File: src/rtl/bseq_pkg.sv
package bseq_pkg;
    typedef enum logic [0:0] {
        ST_IDLE = 1'b0,
        ST_RUN  = 1'b1
    } bseq_state_t;
endpackage

File: src/rtl/bseq_ctrl.sv
module bseq_ctrl
    import bseq_pkg::*;
(
    input  logic clk,
    input  logic rst_n,
    input  logic sel_i,
    input  logic proc_start_i,
    input  logic ctrl_start_i,
    input  logic adv_i,
    output logic load_o,
    output logic step_o,
    output logic active_o
);
    bseq_state_t state_q, state_d;
    logic accept;

    assign accept = ctrl_start_i | (proc_start_i & sel_i);

    always_comb begin
        state_d = state_q;
        unique case (state_q)
            ST_IDLE: if (accept && sel_i)  state_d = ST_RUN;   // open
            ST_RUN:  if (accept && !sel_i) state_d = ST_IDLE;  // close
            default: state_d = ST_IDLE;
        endcase
    end

    always_ff @(posedge clk) begin
        if (!rst_n) state_q <= ST_IDLE;
        else        state_q <= state_d;
    end

    always_comb begin
        load_o   = accept;
        step_o   = 1'b0;
        active_o = 1'b0;
        unique case (state_q)
            ST_IDLE: begin
                active_o = 1'b0;
                step_o   = 1'b0;
            end
            ST_RUN: begin
                active_o = 1'b1;
                step_o   = adv_i & ~accept;
            end
            default: begin
                active_o = 1'b0;
                step_o   = 1'b0;
            end
        endcase
    end

    // a processor-only strobe while deselected leaves the state alone
    assert_proc_ignored_R3: assert property (@(posedge clk) disable iff (!rst_n)
        (proc_start_i && !sel_i && !ctrl_start_i) |=> (state_q == $past(state_q)));

    // advance in idle keeps the machine idle
    assert_idle_adv_R11: assert property (@(posedge clk) disable iff (!rst_n)
        (state_q == ST_IDLE && adv_i && !ctrl_start_i && !proc_start_i) |=> (state_q == ST_IDLE));
endmodule

File: src/rtl/bseq_beat_cnt.sv
module bseq_beat_cnt #(
    parameter int unsigned CNT_W = 2
) (
    input  logic             clk,
    input  logic             rst_n,
    input  logic             clear_i,
    input  logic             step_i,
    output logic [CNT_W-1:0] cnt_o
);
    logic [CNT_W-1:0] cnt_q;

    always_ff @(posedge clk) begin
        if (!rst_n)       cnt_q <= '0;
        else if (clear_i) cnt_q <= '0;
        else if (step_i)  cnt_q <= cnt_q + 1'b1;
    end

    assign cnt_o = cnt_q;

    // an accepted start restarts the beat at zero
    assert_clear_zero_R10: assert property (@(posedge clk) disable iff (!rst_n)
        clear_i |=> (cnt_o == '0));

    // a step moves one beat forward, wrapping at the top
    assert_step_inc_R5: assert property (@(posedge clk) disable iff (!rst_n)
        (step_i && !clear_i) |=> (cnt_o == CNT_W'($past(cnt_o) + 1'b1)));

    // no start and no step keeps the beat
    assert_hold_R9: assert property (@(posedge clk) disable iff (!rst_n)
        (!step_i && !clear_i) |=> $stable(cnt_o));
endmodule

File: src/rtl/bseq_start_reg.sv
module bseq_start_reg #(
    parameter int unsigned ADDR_W = 8
) (
    input  logic              clk,
    input  logic              rst_n,
    input  logic              load_i,
    input  logic [ADDR_W-1:0] addr_i,
    output logic [ADDR_W-1:0] start_o
);
    logic [ADDR_W-1:0] start_q;

    always_ff @(posedge clk) begin
        if (!rst_n)      start_q <= '0;
        else if (load_i) start_q <= addr_i;
    end

    assign start_o = start_q;

    // the captured address is the one presented at the accepting edge
    assert_capture_R2: assert property (@(posedge clk) disable iff (!rst_n)
        load_i |=> (start_o == $past(addr_i)));
endmodule

File: src/rtl/bseq_order_mix.sv
module bseq_order_mix #(
    parameter int unsigned CNT_W = 2
) (
    input  logic             mode_i,
    input  logic [CNT_W-1:0] base_i,
    input  logic [CNT_W-1:0] beat_i,
    output logic [CNT_W-1:0] low_o
);
    logic [CNT_W-1:0] lin_low;
    logic [CNT_W-1:0] ilv_low;

    assign lin_low = base_i + beat_i;

    for (genvar b = 0; b < CNT_W; b++) begin : g_ilv
        assign ilv_low[b] = base_i[b] ^ beat_i[b];
    end

    always_comb begin
        if (mode_i) low_o = ilv_low;
        else        low_o = lin_low;
    end
endmodule

File: src/rtl/burst_addr_seq.sv
module burst_addr_seq #(
    parameter int unsigned ADDR_W = 8,
    parameter int unsigned CNT_W  = 2
) (
    input  logic              clk,
    input  logic              rst_n,
    input  logic              mode_i,
    input  logic              sel_i,
    input  logic              proc_start_i,
    input  logic              ctrl_start_i,
    input  logic              adv_i,
    input  logic [ADDR_W-1:0] addr_i,
    output logic [ADDR_W-1:0] burst_addr_o,
    output logic [CNT_W-1:0]  beat_o,
    output logic              active_o
);
    localparam int unsigned HI_W = ADDR_W - CNT_W;

    logic              load;
    logic              step;
    logic [ADDR_W-1:0] start;
    logic [CNT_W-1:0]  beat;
    logic [CNT_W-1:0]  low;

    bseq_ctrl u_ctrl (
        .clk          (clk),
        .rst_n        (rst_n),
        .sel_i        (sel_i),
        .proc_start_i (proc_start_i),
        .ctrl_start_i (ctrl_start_i),
        .adv_i        (adv_i),
        .load_o       (load),
        .step_o       (step),
        .active_o     (active_o)
    );

    bseq_start_reg #(.ADDR_W(ADDR_W)) u_start (
        .clk     (clk),
        .rst_n   (rst_n),
        .load_i  (load),
        .addr_i  (addr_i),
        .start_o (start)
    );

    bseq_beat_cnt #(.CNT_W(CNT_W)) u_cnt (
        .clk     (clk),
        .rst_n   (rst_n),
        .clear_i (load),
        .step_i  (step),
        .cnt_o   (beat)
    );

    bseq_order_mix #(.CNT_W(CNT_W)) u_mix (
        .mode_i (mode_i),
        .base_i (start[CNT_W-1:0]),
        .beat_i (beat),
        .low_o  (low)
    );

    assign burst_addr_o = {start[ADDR_W-1:CNT_W], low};
    assign beat_o       = beat;

    // the first beat of every burst is the captured start address
    assert_first_beat_R6: assert property (@(posedge clk) disable iff (!rst_n)
        (beat_o == '0) |-> (burst_addr_o[CNT_W-1:0] == start[CNT_W-1:0]));

    // upper address bits move only with an accepted start
    assert_upper_hold_R9: assert property (@(posedge clk) disable iff (!rst_n)
        !load |=> (burst_addr_o[ADDR_W-1:CNT_W] == $past(burst_addr_o[ADDR_W-1:CNT_W])));

    // no beat movement while no selected burst is open
    assert_idle_beat_R11: assert property (@(posedge clk) disable iff (!rst_n)
        (!active_o && !load) |=> $stable(beat_o));

    // reset leaves no burst open
    assert_reset_idle_R1: assert property (@(posedge clk)
        !rst_n |=> (!active_o && beat_o == '0));

    initial begin
        assert_width_ok_R6: assert (HI_W >= 1);
    end
endmodule

File: config.mk
export PLATFORM = sky130hd
export DESIGN_NAME = burst_addr_seq
export DESIGN_NICKNAME = d
export VERILOG_FILES = /design/src/rtl/bseq_pkg.sv /design/src/rtl/bseq_ctrl.sv /design/src/rtl/bseq_beat_cnt.sv /design/src/rtl/bseq_start_reg.sv /design/src/rtl/bseq_order_mix.sv /design/src/rtl/burst_addr_seq.sv
export SDC_FILE = /design/constraint.sdc
export NUM_CORES = 1
export LEC_CHECK = 0
export ABC_CLOCK_PERIOD_IN_PS = 1100
export BUFFER_PORTS_ARGS = -buffer_cell sky130_fd_sc_hd__clkbuf_2
export CORE_AREA = 2 2 39 41
export CTS_CLUSTER_DIAMETER = 50
export DETAILED_ROUTE_END_ITERATION = 12
export DIE_AREA = 0 0 41 43
export GPL_TIMING_DRIVEN = 0
export PLACE_DENSITY = 0.66
export SLEW_MARGIN = 20
export SYNTH_ARGS = -nofsm -noshare
export SYNTH_HDL_FRONTEND = slang
export SYNTH_HIERARCHICAL = 1
export SYNTH_SLANG_ARGS = --single-unit
export TNS_END_PERCENT = 30
File: constraint.sdc
create_clock -name clk -period 1.1 [get_ports clk]
set_input_delay 0.11 -clock clk [delete_from_list [all_inputs] [get_ports clk]]
set_output_delay 0.11 -clock clk [all_outputs]
set_load 0.02 [all_outputs]
==> metrics <==
main combinational cell family by area after synthesis=simple AND/OR/NAND/NOR gates; Synth Instances=44; die footprint=0.001763 mm²; total standard cell area after synthesis=approximately 470 µm²; antenna diode count=0; DP Wirelength=659.3 µm; root buffer cell=sky130_fd_sc_hd__clkbuf_4; crit start category=flip-flop; unrepaired setup endpoints after global routing=true; register bit count reported by yosys=11; clk sink count=11; area share of the largest cell type after synthesis=a little under half; fraction of registers with async set/reset=0%; result of the run=finished with violations; maximum buffer depth of the clock tree=2; area of combinational cells with multiple inputs=between 200 and 300 µm²; GR Util met2=roughly 17%; Least-Margin Pin Slew=approximately 0.21 ns; Critical Setup Path Class=flip-flop to output port; capturing element type of the critical path=output port; Synth Area in Compound Gates=roughly 8.2%; overall die width=approximately 41 µm; fillcell total=between 100 and 150; Mean Syn Cell Area=10.78 µm²; final-report hold violation count=0; maximum fanout count along the critical path=2; number of cells after detailed placement=85; vias in the first global route=~330; violated checks=setup timing; TritonCTS clock tree=done; number of buffers inserted during clock tree synthesis=3; relative area change from synthesis to final layout=50.13%; placed instance area=628.1 µm²; sequential fraction of the synthesis area=a little under half; share of cells above drive strength 1=50.00%; Worst Skew=a little over 0.0003 ns; Synth warnings=6; Final Setup Violations=1; max-slew violation count=0; core area=between 0.001 and 0.0015 mm²; Most used DFF post-synth=sky130_fd_sc_hd__dfxtp_1; post-synthesis share of cell area spent on xor and xnor gates=about 5.5%; cell row count=14; height of the die=43 µm; post-synthesis net count=60; Boundary Pins=26; pin count of the biggest net entering global routing=12; overall routed net length=approximately 930 µm; required time at the worst-slack endpoint=around 0.99 ns; leftover overflow at the end of global routing=0; post-route fraction of the period consumed by the critical path=115.9%; Register Area=~230 µm²; global-route wire length before repair=between 1 and 1.5 mm; synthesized-area fraction occupied by adder cells=under 10%; areal power density over the cells=1221 mW/mm²; met1 usage in global routing=~16%; library cell with the largest summed area after synthesis=sky130_fd_sc_hd__dfxtp_1; class of the most critical hold timing path=primary input to flip-flop; IR Drop Worst-Case VDD=between 0.5 and 0.6 mV; Wirelength per Cell=10.37 µm; total of hold buffers inserted after clock tree synthesis=0; dominant cell by count in the synthesized netlist=sky130_fd_sc_hd__dfxtp_1; Static Leakage=0.3454 nW; initial core utilization=~34%; H-tree level count=1; count of flip-flops with a built-in enable after synthesis=0; clock latency of the later-clocked register in the worst-skew pair=0.26 ns; worst slack on hold paths=approximately 0.055 ns; post-DR vias/cell=between 4 and 5; detailed router's first-iteration violation count=4; cells taking the most area after synthesis=sky130_fd_sc_hd__dfxtp_1 46%, sky130_fd_sc_hd__mux2i_1 17%, sky130_fd_sc_hd__nor2b_1 12%; DRC=0; drt first pass iters=4; final antenna-violating net count=0; most used standard cells in the synthesized netlist=11 x sky130_fd_sc_hd__dfxtp_1, 9 x sky130_fd_sc_hd__nor2b_1, 8 x sky130_fd_sc_hd__mux2i_1; summed area of non-filler cells in the final layout=around 700 µm²; clock-pin slew on the worst setup and hold paths=0.07 ns; overall power consumption=about 870 µW; post-layout instance count excluding filler cells=90; count of vias placed by the detailed router=between 400 and 500; number of antenna violations at the first check in global routing=0; relative slew slack=85.63%; fin nets=91; routability-driven placement congestion ratio=~0.6; max capacitance violation total=0; number of unique standard cell types used by synthesis=15; final worst setup slack=-0.1748 ns; highest attainable clock frequency=approximately 0.78 GHz; global-route total usage across every layer=approximately an eighth; layer with the highest usage=met2; Post-Route Utilization=around half; Data arrival, critical path=roughly 1.2 ns; multiplexer fraction of the synthesized cell area=between 15 and 20%; area share of and/or/nand/nor cells after synthesis=around 18%; Final min period=1.275 ns; grt met3 use=roughly 3.1%; buffers added on ports=25
==> path summary, 6_finish.rpt <==
| check | depth (start not counted) | end | slack [ns] | from |
|---|---|---|---|---|
| worst max register to register | 4 | u_cnt/cnt_o[1]$_SDFFE_PP0P_ | 0.19 | flip-flop |
| worst min register to register | 2 | flip-flop | 0.47 | flip-flop |
| worst max-delay path | 4 | burst_addr_o[1] | -0.17 | u_cnt/cnt_o[0]$_SDFFE_PP0P_ |
| worst min-delay path | 2 | flip-flop | 0.06 | ctrl_start_i |
==> critical path: stages (launching register included) <==
cell and delay, ns:
sky130_fd_sc_hd__dfxtp_4 0.35, sky130_fd_sc_hd__ha_4 0.14, sky130_fd_sc_hd__nor2b_4 0.12, sky130_fd_sc_hd__xnor2_2 0.12, sky130_fd_sc_hd__clkbuf_8 0.16
==> cell type report <==
class | count | share of cell area, %
Multi-Input combinational cell | 32 | 39.02
Sequential cell | 11 | 31.63
Timing Repair Buffer | 26 | 21.27
Clock buffer | 4 | 3.691
Tap cell | 16 | 2.812
Buffer | 1 | 1.582
==> layout by cell type, fill, tap and decap left out, drive strengths merged <==
master	count
ha	1
xnor2	3
nor2b	9
a21oi	1
nor2	2
nand2b	1
o21ai	1
o211ai	1
clkbuf	28
dfxtp	11
a21bo	1
mux2i	8
nand3b	1
nand2	2
buf	3
a21o	1
==> cells by family after synthesis <==
family	count (synthesis)
muxes	8
buffers and inverters	1
adders and majority gates	1
AOI/OAI and AO/OA	5
DFF	11
and+or+nand+nor	15
xor gates and xnor gates	3
==> sequential cells by signal (all words and copies together) (netlist names), named ones only <==
register,count
u_start/start_o,8
u_cnt/cnt_o,2
==> per-stage QoR <==
step / setup TNS [ns] / worst slack [ns]
after floorplan: 0 / 0.05878
after global placement: -0.002190 / -0.002190
after detailed placement: -0.009901 / -0.009901
after CTS: -0.2244 / -0.2028
after global routing: -0.2726 / -0.2404
final: -0.1748 / -0.1748
==> power by group <==
part / switching (mW) / internal (mW)
clock: 0.132 / 0.140
sequential: 0.0140 / 0.419
combinational: 0.0798 / 0.0837
total: 0.226 / 0.643
==> timing repair <==
item / 4_1_cts / 5_1_grt
setup endpoints to repair: 2 / 2
pin swaps: 1 / 1
resized for setup: 10 / 2
hold endpoints to repair: 0 / 0
buffers inserted: 1 / 0
==> metal layers <==
layer / wire length (µm) / share of wire (%)
met1: 411 / 44
met2: 464 / 50
met3: 57 / 6.1
met4: 0 / 0
met5: 0 / 0
No activity file was read; power rests on OpenSTA's default activity.
